===== src/rtl/seg_ea_pkg.sv =====
package seg_ea_pkg;

    typedef enum logic [1:0] {
        SEG_ES = 2'b00,
        SEG_CS = 2'b01,
        SEG_SS = 2'b10,
        SEG_DS = 2'b11
    } seg_code_t;

    typedef enum logic {
        ST_IDLE = 1'b0,
        ST_RESP = 1'b1
    } ea_state_t;

    localparam int MODE_W   = 5;
    localparam int M_BX     = 0;
    localparam int M_BP     = 1;
    localparam int M_SI     = 2;
    localparam int M_DI     = 3;
    localparam int M_DISP   = 4;
    localparam int PREFIX_W = 8;

endpackage


===== src/rtl/seg_ea_offset.sv =====
module seg_ea_offset
    import seg_ea_pkg::*;
#(
    parameter int ADDR_W = 16
) (
    input  logic [MODE_W-1:0] mode,
    input  logic [ADDR_W-1:0] disp,
    input  logic [ADDR_W-1:0] bx,
    input  logic [ADDR_W-1:0] bp,
    input  logic [ADDR_W-1:0] si,
    input  logic [ADDR_W-1:0] di,
    output logic [ADDR_W-1:0] ea,
    output logic              illegal
);
    logic [ADDR_W-1:0] term [MODE_W];

    assign term[M_BX]   = bx;
    assign term[M_BP]   = bp;
    assign term[M_SI]   = si;
    assign term[M_DI]   = di;
    assign term[M_DISP] = disp;

    // Sum of the selected terms; carry past the top bit falls off.
    always_comb begin
        ea = '0;
        for (int k = 0; k < MODE_W; k++) begin
            if (mode[k]) ea = ea + term[k];
        end
    end

    assign illegal = (mode[M_BX] & mode[M_BP])
                   | (mode[M_SI] & mode[M_DI])
                   | (mode == '0);
endmodule


===== src/rtl/seg_ea_segsel.sv =====
module seg_ea_segsel
    import seg_ea_pkg::*;
(
    input  logic                base_is_bp,
    input  logic [PREFIX_W-1:0] ovr,
    output seg_code_t           seg
);
    logic ovr_hit;

    // Prefix bytes 001ss110: bits [4:3] carry the segment number.
    assign ovr_hit = (ovr[7:5] == 3'b001) && (ovr[2:0] == 3'b110);

    always_comb begin
        if (ovr_hit)         seg = seg_code_t'(ovr[4:3]);
        else if (base_is_bp) seg = SEG_SS;
        else                 seg = SEG_DS;
    end
endmodule


===== src/rtl/seg_ea_phys.sv =====
module seg_ea_phys
    import seg_ea_pkg::*;
#(
    parameter int ADDR_W    = 16,
    parameter int SEG_SHIFT = 4
) (
    input  seg_code_t                  seg,
    input  logic [ADDR_W-1:0]          es,
    input  logic [ADDR_W-1:0]          cs,
    input  logic [ADDR_W-1:0]          ss,
    input  logic [ADDR_W-1:0]          ds,
    input  logic [ADDR_W-1:0]          ea,
    output logic [ADDR_W+SEG_SHIFT-1:0] phys
);
    localparam int PHYS_W = ADDR_W + SEG_SHIFT;

    logic [ADDR_W-1:0] base_val;

    always_comb begin
        unique case (seg)
            SEG_ES: base_val = es;
            SEG_CS: base_val = cs;
            SEG_SS: base_val = ss;
            SEG_DS: base_val = ds;
        endcase
    end

    // Sum truncated to PHYS_W: the top carry wraps to address zero.
    assign phys = {base_val, {SEG_SHIFT{1'b0}}} + PHYS_W'(ea);
endmodule


===== src/rtl/seg_ea_gen.sv =====
module seg_ea_gen
    import seg_ea_pkg::*;
#(
    parameter int ADDR_W    = 16,
    parameter int SEG_SHIFT = 4
) (
    input  logic                        clk,
    input  logic                        rst_n,
    input  logic                        req_valid,
    output logic                        req_ready,
    input  logic [4:0]                  req_mode,
    input  logic [ADDR_W-1:0]           req_disp,
    input  logic [7:0]                  req_ovr,
    input  logic [ADDR_W-1:0]           reg_bx,
    input  logic [ADDR_W-1:0]           reg_bp,
    input  logic [ADDR_W-1:0]           reg_si,
    input  logic [ADDR_W-1:0]           reg_di,
    input  logic [ADDR_W-1:0]           seg_es,
    input  logic [ADDR_W-1:0]           seg_cs,
    input  logic [ADDR_W-1:0]           seg_ss,
    input  logic [ADDR_W-1:0]           seg_ds,
    output logic                        rsp_valid,
    output logic [ADDR_W-1:0]           rsp_ea,
    output logic [1:0]                  rsp_seg,
    output logic [ADDR_W+SEG_SHIFT-1:0] rsp_phys,
    output logic                        rsp_illegal
);
    localparam int PHYS_W = ADDR_W + SEG_SHIFT;

    ea_state_t         state_q, state_d;
    logic              ready_q;
    logic              accept;
    logic [ADDR_W-1:0] ea_c;
    logic              illegal_c;
    seg_code_t         seg_c;
    logic [PHYS_W-1:0] phys_c;

    seg_ea_offset #(.ADDR_W(ADDR_W)) u_offset (
        .mode    (req_mode),
        .disp    (req_disp),
        .bx      (reg_bx),
        .bp      (reg_bp),
        .si      (reg_si),
        .di      (reg_di),
        .ea      (ea_c),
        .illegal (illegal_c)
    );

    seg_ea_segsel u_segsel (
        .base_is_bp (req_mode[M_BP]),
        .ovr        (req_ovr),
        .seg        (seg_c)
    );

    seg_ea_phys #(.ADDR_W(ADDR_W), .SEG_SHIFT(SEG_SHIFT)) u_phys (
        .seg  (seg_c),
        .es   (seg_es),
        .cs   (seg_cs),
        .ss   (seg_ss),
        .ds   (seg_ds),
        .ea   (ea_c),
        .phys (phys_c)
    );

    assign accept    = req_valid & ready_q;
    assign req_ready = ready_q;
    assign rsp_valid = (state_q == ST_RESP);

    always_comb begin
        unique case (state_q)
            ST_IDLE: state_d = accept ? ST_RESP : ST_IDLE;
            ST_RESP: state_d = accept ? ST_RESP : ST_IDLE;
        endcase
    end

    always_ff @(posedge clk) begin
        if (!rst_n) begin
            state_q <= ST_IDLE;
            ready_q <= 1'b0;
        end else begin
            state_q <= state_d;
            ready_q <= 1'b1;
        end
    end

    always_ff @(posedge clk) begin
        if (!rst_n) begin
            rsp_ea      <= '0;
            rsp_seg     <= '0;
            rsp_phys    <= '0;
            rsp_illegal <= 1'b0;
        end else if (accept) begin
            rsp_illegal <= illegal_c;
            rsp_ea      <= illegal_c ? '0 : ea_c;
            rsp_seg     <= illegal_c ? '0 : seg_c;
            rsp_phys    <= illegal_c ? '0 : phys_c;
        end
    end
endmodule


===== config.mk =====
export PLATFORM = sky130hd
export DESIGN_NAME = seg_ea_gen
export DESIGN_NICKNAME = d
export VERILOG_FILES = /design/src/rtl/seg_ea_pkg.sv /design/src/rtl/seg_ea_offset.sv /design/src/rtl/seg_ea_segsel.sv /design/src/rtl/seg_ea_phys.sv /design/src/rtl/seg_ea_gen.sv
export SDC_FILE = /design/constraint.sdc
export NUM_CORES = 1
export LEC_CHECK = 0
export BUFFER_PORTS_ARGS = -buffer_cell sky130_fd_sc_hd__buf_2
export CORE_MARGIN = 5
export CORE_UTILIZATION = 57
export CTS_CLUSTER_SIZE = 28
export DETAILED_ROUTE_END_ITERATION = 6
export PLACE_DENSITY = 0.95
export SETUP_SLACK_MARGIN = 0.1
export SYNTH_ARGS = -nofsm -noshare
export SYNTH_HDL_FRONTEND = slang
export SYNTH_SLANG_ARGS = --single-unit

===== constraint.sdc =====
create_clock -name clk -period 21.1 [get_ports clk]
set_input_delay 2.11 -clock clk [delete_from_list [all_inputs] [get_ports clk]]
set_output_delay 2.11 -clock clk [all_outputs]
set_load 0.03 [all_outputs]

# Yosys cells after proc, flatten, opt, wreduce, memory -nomap -nowiden
# Index checks and enable logic that the tools add are counted.
[classes]
addsub = 5
n_eq_ne = 5
n_mux = 13
bitwise = 5
reduce_logical = 3
[ops]
columns = ["op", "n"]
rows = [
  ["2-to-1 mux 16 bit", 6],
  ["adder 16 bit", 4],
  ["one-hot mux 16 bit (4 select lines)", 1],
  ["adder 20 x 16 -> 20 bit", 1],
  ["2-to-1 mux 20 bit", 1],
  ["zero test 5 bit", 1],
  ["== test 2 bit (second input constant)", 2],
  ["2-to-1 mux 2 bit", 2],
  ["AND 1 bit", 3],
  ["== test 3 x 1 -> 1 bit (second input constant)", 1],
  ["== test 3 bit (second input constant)", 1],
  ["2-to-1 mux 1 bit", 3],
  ["== test 2 x 1 -> 1 bit (second input constant)", 1],
  ["zero test 2 bit", 1],
  ["OR 1 bit", 2],
  ["logical AND 1 bit", 1],
]
[word_totals]
register_bits = 41
in_bits = 160

# Logic depth before layout (Yosys ltp)
# Gate-level depths: netlist (run 1).
[logic_depth]
word_depth = 11
depth_mapped = 43
depth_no_buf = 41

# Cells and area by module
# From an unflattened synthesis (run 1), not the netlist that was laid out.
[hier_totals]
hier_cells = 848
area_unflattened_um2 = 7003.0
[modules_own_cells]
columns = ["module", "n_inst", "cells_each", "area_each_um2", "seq_area_each_um2"]
rows = [
  ["seg_ea_offset", 1, 551, 3928.8, 0.0],
  ["seg_ea_gen", 1, 183, 1944.4, 820.8],
  ["seg_ea_phys", 1, 109, 1092.3, 0.0],
  ["seg_ea_segsel", 1, 5, 37.5, 0.0],
]

# Worst setup path after synthesis (run 1)
# OpenSTA, ideal clock, no wires.
[synth_timing]
kind = "input -> register"
from = "input req_mode[0]"
to = "register rsp_phys[19]"
t_arrival_ps = 9314
t_required_ps = 21037
slack_ps = 11723
path_stages = 39
cell_sequence = "buf_2 and2_1 ha_1 fa_1 a21oi_1 o22ai_1 a21oi_1 o21bai_1 a21o_1 a211o_1 ha_1 or4_4 a41o_1 xor2_1 nor2_1 nor2_1 ha_1 nand3_1 (+3 left out) o21ai_0 nand3_1 inv_1 ha_1 a221o_1 a21o_1 a21oi_1 a31oi_1 xor2_1 nand2_1 xnor3_1 xnor3_1 inv_1 ha_1 nor3_1 o21ai_0 a31o_2 nand3_1"
[synth_via]
elab_chain_len = 11
[synth_lines]
columns = ["element", "line_no", "source"]
rows = [
  ["start, declared", "seg_ea_gen.sv:11", "input logic [4:0] req_mode,"],
  ["2-to-1 mux 16 bit", "seg_ea_offset.sv:27", "if (mode[k]) ea = ea + term[k];"],
  ["adder 16 bit", "seg_ea_offset.sv:27", ""],
  ["2-to-1 mux 16 bit", "seg_ea_offset.sv:27", ""],
  ["adder 16 bit", "seg_ea_offset.sv:27", ""],
  ["2-to-1 mux 16 bit", "seg_ea_offset.sv:27", ""],
  ["adder 16 bit", "seg_ea_offset.sv:27", ""],
  ["2-to-1 mux 16 bit", "seg_ea_offset.sv:27", ""],
  ["adder 16 bit", "seg_ea_offset.sv:27", ""],
  ["2-to-1 mux 16 bit", "seg_ea_offset.sv:27", ""],
  ["adder 20 x 16 -> 20 bit", "seg_ea_phys.sv:29", "assign phys = {base_val, {SEG_SHIFT{1'b0}}} + PHYS_W'(ea);"],
  ["2-to-1 mux 20 bit (*)", "seg_ea_gen.sv:96", "rsp_phys <= illegal_c ? '0 : phys_c;"],
  ["end signal, assigned", "seg_ea_gen.sv:96", ""],
  ["end, declared", "seg_ea_gen.sv:25", "output logic [ADDR_W+SEG_SHIFT-1:0] rsp_phys,"],
]
# Mark *: on every way between the ends. The rest lies on a longest branch, timed or not.
# A chain may end at the register's enable or synchronous reset.

# Worst setup path in the final report (run 1)
# Ends and elaborated chain as after synthesis.

==> flow_metrics.py, run 1 <==
metrics = {
    "run_status": {
        "run_status": "complete, no violations",
    },
    "layout": {
        "finalInstanceArea_sq_um": 7218,
        "layout_area_overhead_pct": 20.06,
        "fillerInstances": 810,
        "drive_gt1_share_pct": 27.58,
        "layoutNonFillerInstCount": 1070,
        "fin_nets": 1173,
        "final_util_pct": 69.92,
    },
    "cts": {
        "numCtsBuffers": 5,
        "ctsResizeCount": 0,
        "clock_tree_from_tritoncts": "yes",
        "cts.hold.buffers_added": 0,
        "clock_tree.htree_level_count": 2,
        "clk_pin_slew_ps": 90,
        "clkLatencyLatePin_ps": 300,
        "cts.sinks": 37,
        "cts-root-buf": "clkbuf_8",
        "cts_setup_buffers": 0,
        "clock_path_buffers": 2,
    },
    "yosys": {
        "synth.net_count": 994,
        "postSynthAreaPerCell_sq_um": 7.995,
        "post_synth_inst_count": 752,
        "yosys_most_used_dff": "dfxtp_1",
        "synth.distinct_cells": 79,
        "synth.ff_latch_count": 37,
        "ys_seq_area_share_pct": 12.32,
        "yosys_warnings": 0,
        "synthArstFlopShare_pct": 0,
        "netlist_area_sq_um": 6012,
        "post_synth_edffs": 0,
    },
    "power_and_ir_drop": {
        "relative_contribution_of_the_clock_network_to_total_power_pct": 13.3,
        "power_switching_uw": 263.8,
        "power-per-cell-area_nw_per_um2": 78.67,
        "share_comb_of_total_power_pct": 72.3,
        "internal_power_uw": 304.1,
        "power_leakage_uw": 0.003555,
        "ir_worst_vdd_mv": 0.1001,
        "netSwitchingFraction_pct": 46.45,
        "seq_power_share_pct": 14.5,
    },
    "timing": {
        "least_margin_pin_slew_ps": 878.0,
        "setup_repair_after_global_routing_missed_its_margin": "false",
        "hold_violations": 0,
        "relative_slew_margins_pct": 41.44,
        "setup_total_negative_slack_ps": 0,
        "period_needed_ps": 10020,
        "slew_viol_final": 0,
        "postLayoutSetupSlackWorst_ps": 11080,
        "part_of_the_cycle_the_worst_path_needs_pct": 47.49,
        "max_freq_ghz": 0.09979,
        "worst_clock_skew_ps": 5.145,
        "final-setup-viol-count": 0,
    },
    "detailed_routing": {
        "first_pass_iters": 7,
        "post_drt_via_cell_ratio": 6.209,
        "post_drt_wl_per_cell_microns": 17.86,
        "postRouteWirelength_microns": 19110,
        "detail_route.iter0.violations": 707,
        "drc_errors": 0,
        "drt.antenna.violating_nets": 0,
        "route.vias.total": 6644,
    },
    "hold_path": {
        "hold_class": "reg -> reg",
    },
    "setup_path": {
        "critPathMaxStageDelay_ps": 480,
        "critical_path_class": "in -> reg",
        "critPathArrivalTime_ps": 10260,
        "critPathSlowestCell": "fa_1",
        "crit_path_start_kind": "primary input",
        "critPathCaptureType": "register",
        "critPathTopFamily": "compound AO/OA/AOI/OAI gates",
        "timing.critical_path.mode_cell": "ha_1",
        "cp.required_ps": 21340,
        "largest_fanout_on_the_critical_path": 23,
        "cp.buffers_inverters": 3,
    },
    "grt": {
        "grt_antenna_before_repair": 1,
        "grt_pass1_vias": 6510,
        "track_usage_pct": 28.22,
        "grt_pass1_wl_microns": 29980,
        "grt_start_max_net_pins": 32,
        "global_route.overflow_total": 0,
    },
    "floorplanning": {
        "row_count": 37,
        "die_width_microns": 112.7,
        "dieArea_sq_um": 12700,
        "initial_core_util_pct": 58.24,
        "core_region_area_sq_um": 10320,
        "die_h_microns": 112.7,
        "num_io_pins": 201,
    },
    "placement": {
        "finalWeightedCongestion": 0.9379,
        "hpwl_microns": 15560,
        "dp.cells": 1060,
        "io_buffer_count": 200,
        "placed_cell_area_sq_um": 7079,
        "post-place-ws_ps": 10880,
    },
    "flow_run": {
        "maximum_capacitance_violations": 0,
    },
}
==> synthesized netlist by cell type, types with 16 or more instances <==
library cell	number	area share (%)
clkbuf_1	23	1.4
nand2_1	65	4.1
a21o_1	31	3.9
o21ai_0	31	2.6
nor2_1	40	2.5
a21oi_1	48	4.0
and2_1	16	1.7
inv_1	39	2.4
ha_1	77	16
dfxtp_1	37	12
xnor2_1	31	4.5
nor2b_1	20	2.1
o21ai_1	18	1.5
xor2_1	17	2.5
==> power groups by stage <==
stage	logic [uW]	clock network, uW	registers (uW)
floorplan	298	0	97.8
global placement	384	0	83.0
detailed placement	398	0	83.2
CTS	403	74.9	81.9
global route	451	76.6	82.9
finish	410	75.3	82.2
==> cell usage in the layout (no fill, tap or decap), drive strengths merged, types with 6 or more instances in the layout <==
master / instances
ha: 77
o21ai: 49
and2: 17
nor2: 40
nor3: 14
a21o: 31
mux2i: 8
buf: 204
o31ai: 12
xnor2: 31
o21a: 15
a21boi: 6
dfxtp: 37
and3: 6
a21oi: 50
a211oi: 15
a31oi: 7
nand3: 15
xor2: 17
mux4: 15
a22oi: 12
mux2: 15
inv: 39
a22o: 9
a31o: 6
nor2b: 20
nand2: 65
o211ai: 6
==> per-layer routing <==
layer | track usage (%) | wire length, microns | part of all wire (%)
met5 | 0 | 0 | 0
met4 | 9.776 | 535 | 2.8
met3 | 5.027 | 1812 | 9.5
met2 | 50.79 | 9321 | 49
met1 | 33.62 | 7437 | 39
==> path summary, 6_finish.rpt <==
path | startpoint | end | slack, ps | depth (start not counted)
max | req_mode[0] | rsp_phys[19] | 11080 | 42
min reg2reg | rsp_ea[15] | rsp_ea[15] | 450 | 2
max reg2reg | req_ready | rsp_ea[14] | 18490 | 9
min | rsp_ea[15] | rsp_ea[15] | 450 | 2
==> area by class of cell <==
| type | count | area, sq um | share of cell area (%) |
|---|---|---|---|
| multi-input combinational | 644 | 4991 | 69.15 |
| timing repair buffer | 204 | 1031 | 14.28 |
| sequential | 37 | 740.7 | 10.26 |
| tap | 136 | 170.2 | 2.357 |
| inverter | 39 | 146.4 | 2.028 |
| clock buffer | 5 | 68.82 | 0.9534 |
| clock inverter | 3 | 65.06 | 0.9014 |
| antenna | 2 | 5.005 | 0.06934 |
==> worst reg2reg max path, delay by kind of cell (launching register included) <==
family                 cells  cell delay (ps)
flip-flops                 1              370
AO/OA/AOI/OAI              4              630
AND/OR/NAND/NOR            3             1040
buffers and inverters      2              490
==> registers in the layout (all words and copies together) (netlist names) <==
register / cells
rsp_valid: 1
rsp_phys: 16
rsp_illegal: 1
rsp_ea: 16
rsp_seg: 2
req_ready: 1
==> kinds of logic after synthesis <==
| group | count (synthesis) | share of synthesized area, % |
|---|---|---|
| buffers and inverters | 71 | 4.766 |
| AOI/OAI and AO/OA | 258 | 29.66 |
| adders and majority gates | 82 | 17.69 |
| xor gates and xnor gates | 50 | 7.742 |
| DFF | 37 | 12.32 |
| and+or+nand+nor | 216 | 18.00 |
| muxes | 38 | 9.823 |
==> stage by stage <==
stage	hold WS (ps)	total power, uW
floorplan	572.6	395.8
global placement	436.2	467.1
detailed placement	441.7	480.9
CTS	453.7	560.2
global route	470.8	610.5
finish	450.9	567.9
Power figures use the tool's default switching activity.
==> inputs of run 2 (changes only) <==
--- a/config.mk
+++ b/config.mk
@@ -7,10 +7,10 @@
 export LEC_CHECK = 0
 export BUFFER_PORTS_ARGS = -buffer_cell sky130_fd_sc_hd__buf_2
 export CORE_MARGIN = 5
-export CORE_UTILIZATION = 57
+export CORE_UTILIZATION = 48
 export CTS_CLUSTER_SIZE = 28
 export DETAILED_ROUTE_END_ITERATION = 6
-export PLACE_DENSITY = 0.95
+export PLACE_DENSITY = 0.86
 export SETUP_SLACK_MARGIN = 0.1
 export SYNTH_ARGS = -nofsm -noshare
 export SYNTH_HDL_FRONTEND = slang
==> constraint.sdc (replaced) <==
create_clock -name clk -period 8.4 [get_ports clk]
set_input_delay 0.84 -clock clk [delete_from_list [all_inputs] [get_ports clk]]
set_output_delay 0.84 -clock clk [all_outputs]
set_load 0.03 [all_outputs]
==> flow_metrics.py, run 2 (same netlist as run 1, synthesis figures left out) <==
metrics = {
    "power_and_ir_drop": {
        "netSwitchingFraction_pct": 45.55,
        "power_switching_uw": 704.9,
        "seq_power_share_pct": 13.3,
        "relative_contribution_of_the_clock_network_to_total_power_pct": 14.7,
        "ir_worst_vdd_mv": 0.1981,
        "internal_power_uw": 842.6,
        "share_comb_of_total_power_pct": 72.0,
        "power-per-cell-area_nw_per_um2": 203.7,
        "power_leakage_uw": 0.003671,
    },
    "setup_path": {
        "worstReg2RegEnd": "rsp_ea[14]",
        "largest_fanout_on_the_critical_path": 5,
        "reg2reg_from": "req_ready",
        "crit_path_start_kind": "primary input",
        "critical_path_class": "in -> reg",
        "critPathSlowestCell": "fa_2",
        "worst_setup_path_startpoint": "req_mode[0]",
        "cp-endpoint": "rsp_phys[15]",
        "ff2ff_path_depth": 9,
        "critPathMaxStageDelay_ps": 440,
        "worst_r2r_setup_slack_ps": 5810,
        "cp.required_ps": 8580,
        "critPathCaptureType": "register",
        "critPathArrivalTime_ps": 8080,
    },
    "cts": {
        "cts.hold.buffers_added": 0,
        "clock_path_buffers": 2,
        "cts-root-buf": "clkbuf_16",
        "numCtsBuffers": 5,
        "clkLatencyLatePin_ps": 290,
        "clock_tree_from_tritoncts": "yes",
        "cts.sinks": 37,
        "clk_pin_slew_ps": 60,
        "clock_tree.htree_level_count": 2,
    },
    "layout": {
        "drive_gt1_share_pct": 31.68,
        "fin_nets": 1188,
        "layoutNonFillerInstCount": 1116,
        "mostFrequentLayoutCell": "buf_2",
        "top_registers": "rsp_ea (16), rsp_phys (16), rsp_seg (2)",
        "layout_area_overhead_pct": 26.35,
        "fillerInstances": 1073,
        "most-common-layout-cells": "buf_2, ha_1, nand2_1",
    },
    "grt": {
        "global_route.overflow_total": 0,
        "grt_antenna_before_repair": 0,
        "grt_pass1_wl_microns": 29800,
        "track_usage_pct": 24.62,
        "grt_start_max_net_pins": 31,
        "grt_pass1_vias": 6403,
    },
    "detailed_routing": {
        "postRouteWirelength_microns": 19340,
        "detail_route.iter0.violations": 511,
        "post_drt_wl_per_cell_microns": 17.33,
        "route.vias.total": 6585,
        "drt.antenna.violating_nets": 0,
        "first_pass_iters": 5,
        "drc_errors": 0,
        "post_drt_via_cell_ratio": 5.901,
    },
    "timing": {
        "setup_total_negative_slack_ps": 0,
        "postLayoutSetupSlackWorst_ps": 503.0,
        "max_freq_ghz": 0.1266,
        "holdWs_ps": 442.4,
        "worst_clock_skew_ps": 3.199,
        "period_needed_ps": 7897,
        "setup_repair_after_global_routing_missed_its_margin": "false",
        "final-setup-viol-count": 0,
        "hold_violations": 0,
        "relative_slew_margins_pct": 16.50,
        "least_margin_pin_slew_ps": 1221,
        "slew_viol_final": 0,
        "part_of_the_cycle_the_worst_path_needs_pct": 94.01,
    },
    "floorplanning": {
        "dieArea_sq_um": 14860,
        "core_region_area_sq_um": 12160,
        "num_io_pins": 201,
        "die_h_microns": 121.9,
        "row_count": 40,
        "initial_core_util_pct": 49.43,
        "die_width_microns": 121.9,
    },
    "hold_path": {
        "hold_class": "reg -> reg",
    },
    "flow_run": {
        "maximum_capacitance_violations": 0,
    },
    "placement": {
        "io_buffer_count": 200,
        "dp.cells": 1101,
        "post-place-ws_ps": -302.0,
        "finalWeightedCongestion": 0.9193,
        "hpwl_microns": 15480,
    },
    "run_status": {
        "run_status": "complete, no violations",
    },
}
## run 2: worst max-delay path, delay by kind of cell
kind	cells	cell delay, ps
mux	2	440
buf+inv	2	240
compound gates	19	3760
simple gates	3	530
fa+ha+maj	6	2050
xor+xnor	2	200
## run 2: layer usage
| metal | track usage (%) | wire length (microns) | up-vias |
|---|---|---|---|
| met5 | 0 | 0 | - |
| met4 | 5.672 | 324 | 0 |
| met3 | 3.528 | 1856 | 29 |
| met2 | 45.17 | 9353 | 310 |
| met1 | 30.31 | 7802 | 3025 |
| li1 | - | - | 3221 |
## run 2: cell type report
type	instances	area [sq um]	share of cell area, %
clock buffers	6	138.9	1.828
clock inverters	2	37.54	0.4942
repair buffers	219	1144	15.06
well taps	168	210.2	2.767
inverters	39	146.4	1.927
diodes	1	2.502	0.03294
multi-input cells	644	5176	68.14
flip-flops and latches	37	740.7	9.751
## run 2: power by group through the flow
stage | Sequential, uW | Clock, uW | Combinational (uW)
finish | 206 | 227 | 1110
global route | 208 | 237 | 1220
CTS | 206 | 229 | 1030
detailed placement | 208 | 0 | 1010
global placement | 208 | 0 | 981
floorplan | 246 | 0 | 749
## run 2: timing repair
item                       CTS  global route
gates resized for setup      3            34
setup endpoints to repair    3             7
buffers inserted             0             6
pin swaps                    0            14
## run 2: through the flow
| stage | utilization (%) | cell area (sq um) | power, uW |
|---|---|---|---|
| 2_1_floorplan | - | 6012 | 994.2 |
| 6_report | 62.46 | 7596 | 1547 |
| 3_3_place_gp | 59.09 | 7187 | 1189 |
| 5_1_grt | 62.44 | 7594 | 1666 |
| 3_5_place_dp | 59.09 | 7187 | 1221 |
| 4_1_cts | 60.69 | 7381 | 1466 |
## run 2: worst min path at each step
| stage | start | to | slack [ps] | depth (start not counted) |
|---|---|---|---|---|
| finish | rsp_phys[14] | rsp_phys[14] | 440 | 2 |
| global route | rsp_phys[14] | rsp_phys[14] | 460 | 2 |
| CTS | rsp_phys[16] | rsp_phys[16] | 450 | 2 |
| detailed placement | rsp_phys[16] | rsp_phys[16] | 440 | 2 |
| global placement | rsp_phys[16] | rsp_phys[16] | 430 | 2 |
| floorplan | rsp_phys[14] | rsp_phys[14] | 570 | 2 |
==> inputs of run 3 (changes only) <==
--- a/config.mk
+++ b/config.mk
@@ -5,7 +5,7 @@
 export SDC_FILE = /design/constraint.sdc
 export NUM_CORES = 1
 export LEC_CHECK = 0
-export BUFFER_PORTS_ARGS = -buffer_cell sky130_fd_sc_hd__buf_2
+export BUFFER_PORTS_ARGS = -buffer_cell sky130_fd_sc_hd__buf_4
 export CORE_MARGIN = 5
 export CORE_UTILIZATION = 48
 export CTS_CLUSTER_SIZE = 28
==> flow_metrics.py, run 3 (same netlist as run 1, synthesis figures left out) <==
metrics = {
    "timing": {
        "worst_clock_skew_ps": 5.413,
        "setup_repair_after_global_routing_missed_its_margin": "false",
        "max_freq_ghz": 0.1266,
        "least_margin_pin_slew_ps": 889.4,
        "hold_violations": 0,
        "period_needed_ps": 7899,
        "part_of_the_cycle_the_worst_path_needs_pct": 94.04,
        "relative_slew_margins_pct": 39.17,
        "slew_viol_final": 0,
        "final-setup-viol-count": 0,
    },
    "layout": {
        "drive_gt1_share_pct": 30.69,
        "layoutNonFillerInstCount": 1113,
        "top_registers": "rsp_ea (16), rsp_phys (16), rsp_seg (2)",
        "multi_input_area_sq_um": 5115,
        "most-common-layout-cells": "buf_4, ha_1, nand2_1",
        "final_util_pct": 65.62,
        "fin_nets": 1186,
        "fillerInstances": 998,
        "antenna_cells_inserted": 0,
        "layout_area_overhead_pct": 32.74,
        "mostFrequentLayoutCell": "buf_4",
        "register_area_sq_um": 740.7,
    },
    "detailed_routing": {
        "postRouteWirelength_microns": 19170,
        "post_drt_via_cell_ratio": 5.898,
        "drt.antenna.violating_nets": 0,
        "drc_errors": 0,
        "post_drt_wl_per_cell_microns": 17.22,
        "first_pass_iters": 5,
        "route.vias.total": 6564,
        "detail_route.iter0.violations": 488,
    },
    "grt": {
        "grt_antenna_before_repair": 0,
        "grt_pass1_vias": 6255,
        "use_met3_pct": 6.128,
        "track_usage_pct": 24.21,
        "global_route.usage.met2_pct": 41.44,
        "grt.met1_usage_pct": 29.34,
        "grt_start_max_net_pins": 32,
        "grt_pass1_wl_microns": 29390,
        "globalRoute.busiestLayer": "met2",
        "global_route.overflow_total": 0,
    },
    "flow_run": {
        "maximum_capacitance_violations": 0,
    },
    "setup_path": {
        "critical_path_class": "in -> reg",
        "critPathMaxStageDelay_ps": 550,
        "cp.buffers_inverters": 3,
        "critPathCaptureType": "register",
        "largest_fanout_on_the_critical_path": 5,
        "critPathTopFamily": "compound AO/OA/AOI/OAI gates",
        "crit_path_start_kind": "primary input",
        "critPathSlowestCell": "or4_4",
        "cp.required_ps": 8630,
        "critPathArrivalTime_ps": 8130,
    },
    "placement": {
        "hpwl_microns": 15680,
        "io_buffer_count": 200,
        "dp.cells": 1102,
        "finalWeightedCongestion": 0.9416,
    },
    "cts": {
        "numCtsBuffers": 5,
        "clkLatencyLatePin_ps": 280,
        "clk_pin_slew_ps": 60,
        "clock_tree.htree_level_count": 2,
        "clock_path_buffers": 2,
        "clock_tree_from_tritoncts": "yes",
        "cts.sinks": 37,
        "cts-root-buf": "clkbuf_16",
    },
    "power_and_ir_drop": {
        "ir_worst_vdd_mv": 0.1427,
        "power-per-cell-area_nw_per_um2": 187.5,
        "power_leakage_uw": 0.003772,
    },
    "hold_path": {
        "hold_class": "reg -> reg",
    },
    "run_status": {
        "run_status": "complete, no violations",
    },
    "floorplanning": {
        "die_width_microns": 121.9,
        "dieArea_sq_um": 14860,
        "initial_core_util_pct": 49.43,
        "row_count": 40,
        "core_region_area_sq_um": 12160,
        "num_io_pins": 201,
        "die_h_microns": 121.9,
    },
}
## run 3: changes by cell type in the layout (fill, tap and decap cells not counted), moves of 2 or more
cell,change
buf_2,-200
buf_4,+198
ha_1,+3
clkinv_2,+2
ha_4,-2
o21ai_0,+2
## run 3: final cells by class
type                            instances  area share [%]
Clock inverter                          2          0.1254
Inverter                               39           1.834
Multi-Input combinational cell        644           64.10
Sequential cell                        37           9.282
Clock buffer                            6           1.615
Timing Repair Buffer                  217           20.41
Tap cell                              168           2.634
## run 3: where the power goes
part	leakage (uW)	switching [uW]	total, uW	internal [uW]
registers	0.000301	11.5	206	195
logic	0.00340	594	1110	514
clock network	0.0000706	72.8	182	109
## run 3: worst paths after layout
kind | start | to | slack [ps] | cells past startpoint
max | reg_bx[0] | rsp_phys[19] | 500 | 41
min | rsp_phys[14] | rsp_phys[14] | 450 | 2
max reg2reg | req_ready | rsp_ea[14] | 5910 | 9
min reg2reg | rsp_phys[14] | rsp_phys[14] | 450 | 2
## run 3: tightest hold or removal path, stage by stage, from the launching register on
cell and delay (ps):
dfxtp_1 310, nand2_1 50, o21ai_1 50
## run 3: through the flow
step	total power (uW)	cell area, sq um	worst slack [ps]	setup TNS (ps)	hold slack [ps]
floorplan	994.2	6012	292.9	0	572.6
global placement	1218	7695	80.16	0	439.4
detailed placement	1243	7695	-103.7	-269.4	443.9
CTS	1434	7834	183.6	0	451.5
global route	1625	7980	16.38	0	471.5
finish	1496	7980	500.9	0	450.5
## run 3: per-layer routing
metal	vias to the layer above	wire (microns)
met4	0	501
met3	36	1808
li1	3217	-
met5	-	0
met2	289	9091
met1	3022	7769
## run 3: repair_timing
| action | in CTS | in global routing |
|---|---|---|
| hold buffers | 0 | 0 |
| buffers inserted | 0 | 3 |
| setup endpoints to repair | 0 | 7 |
| gates resized for setup | 0 | 25 |
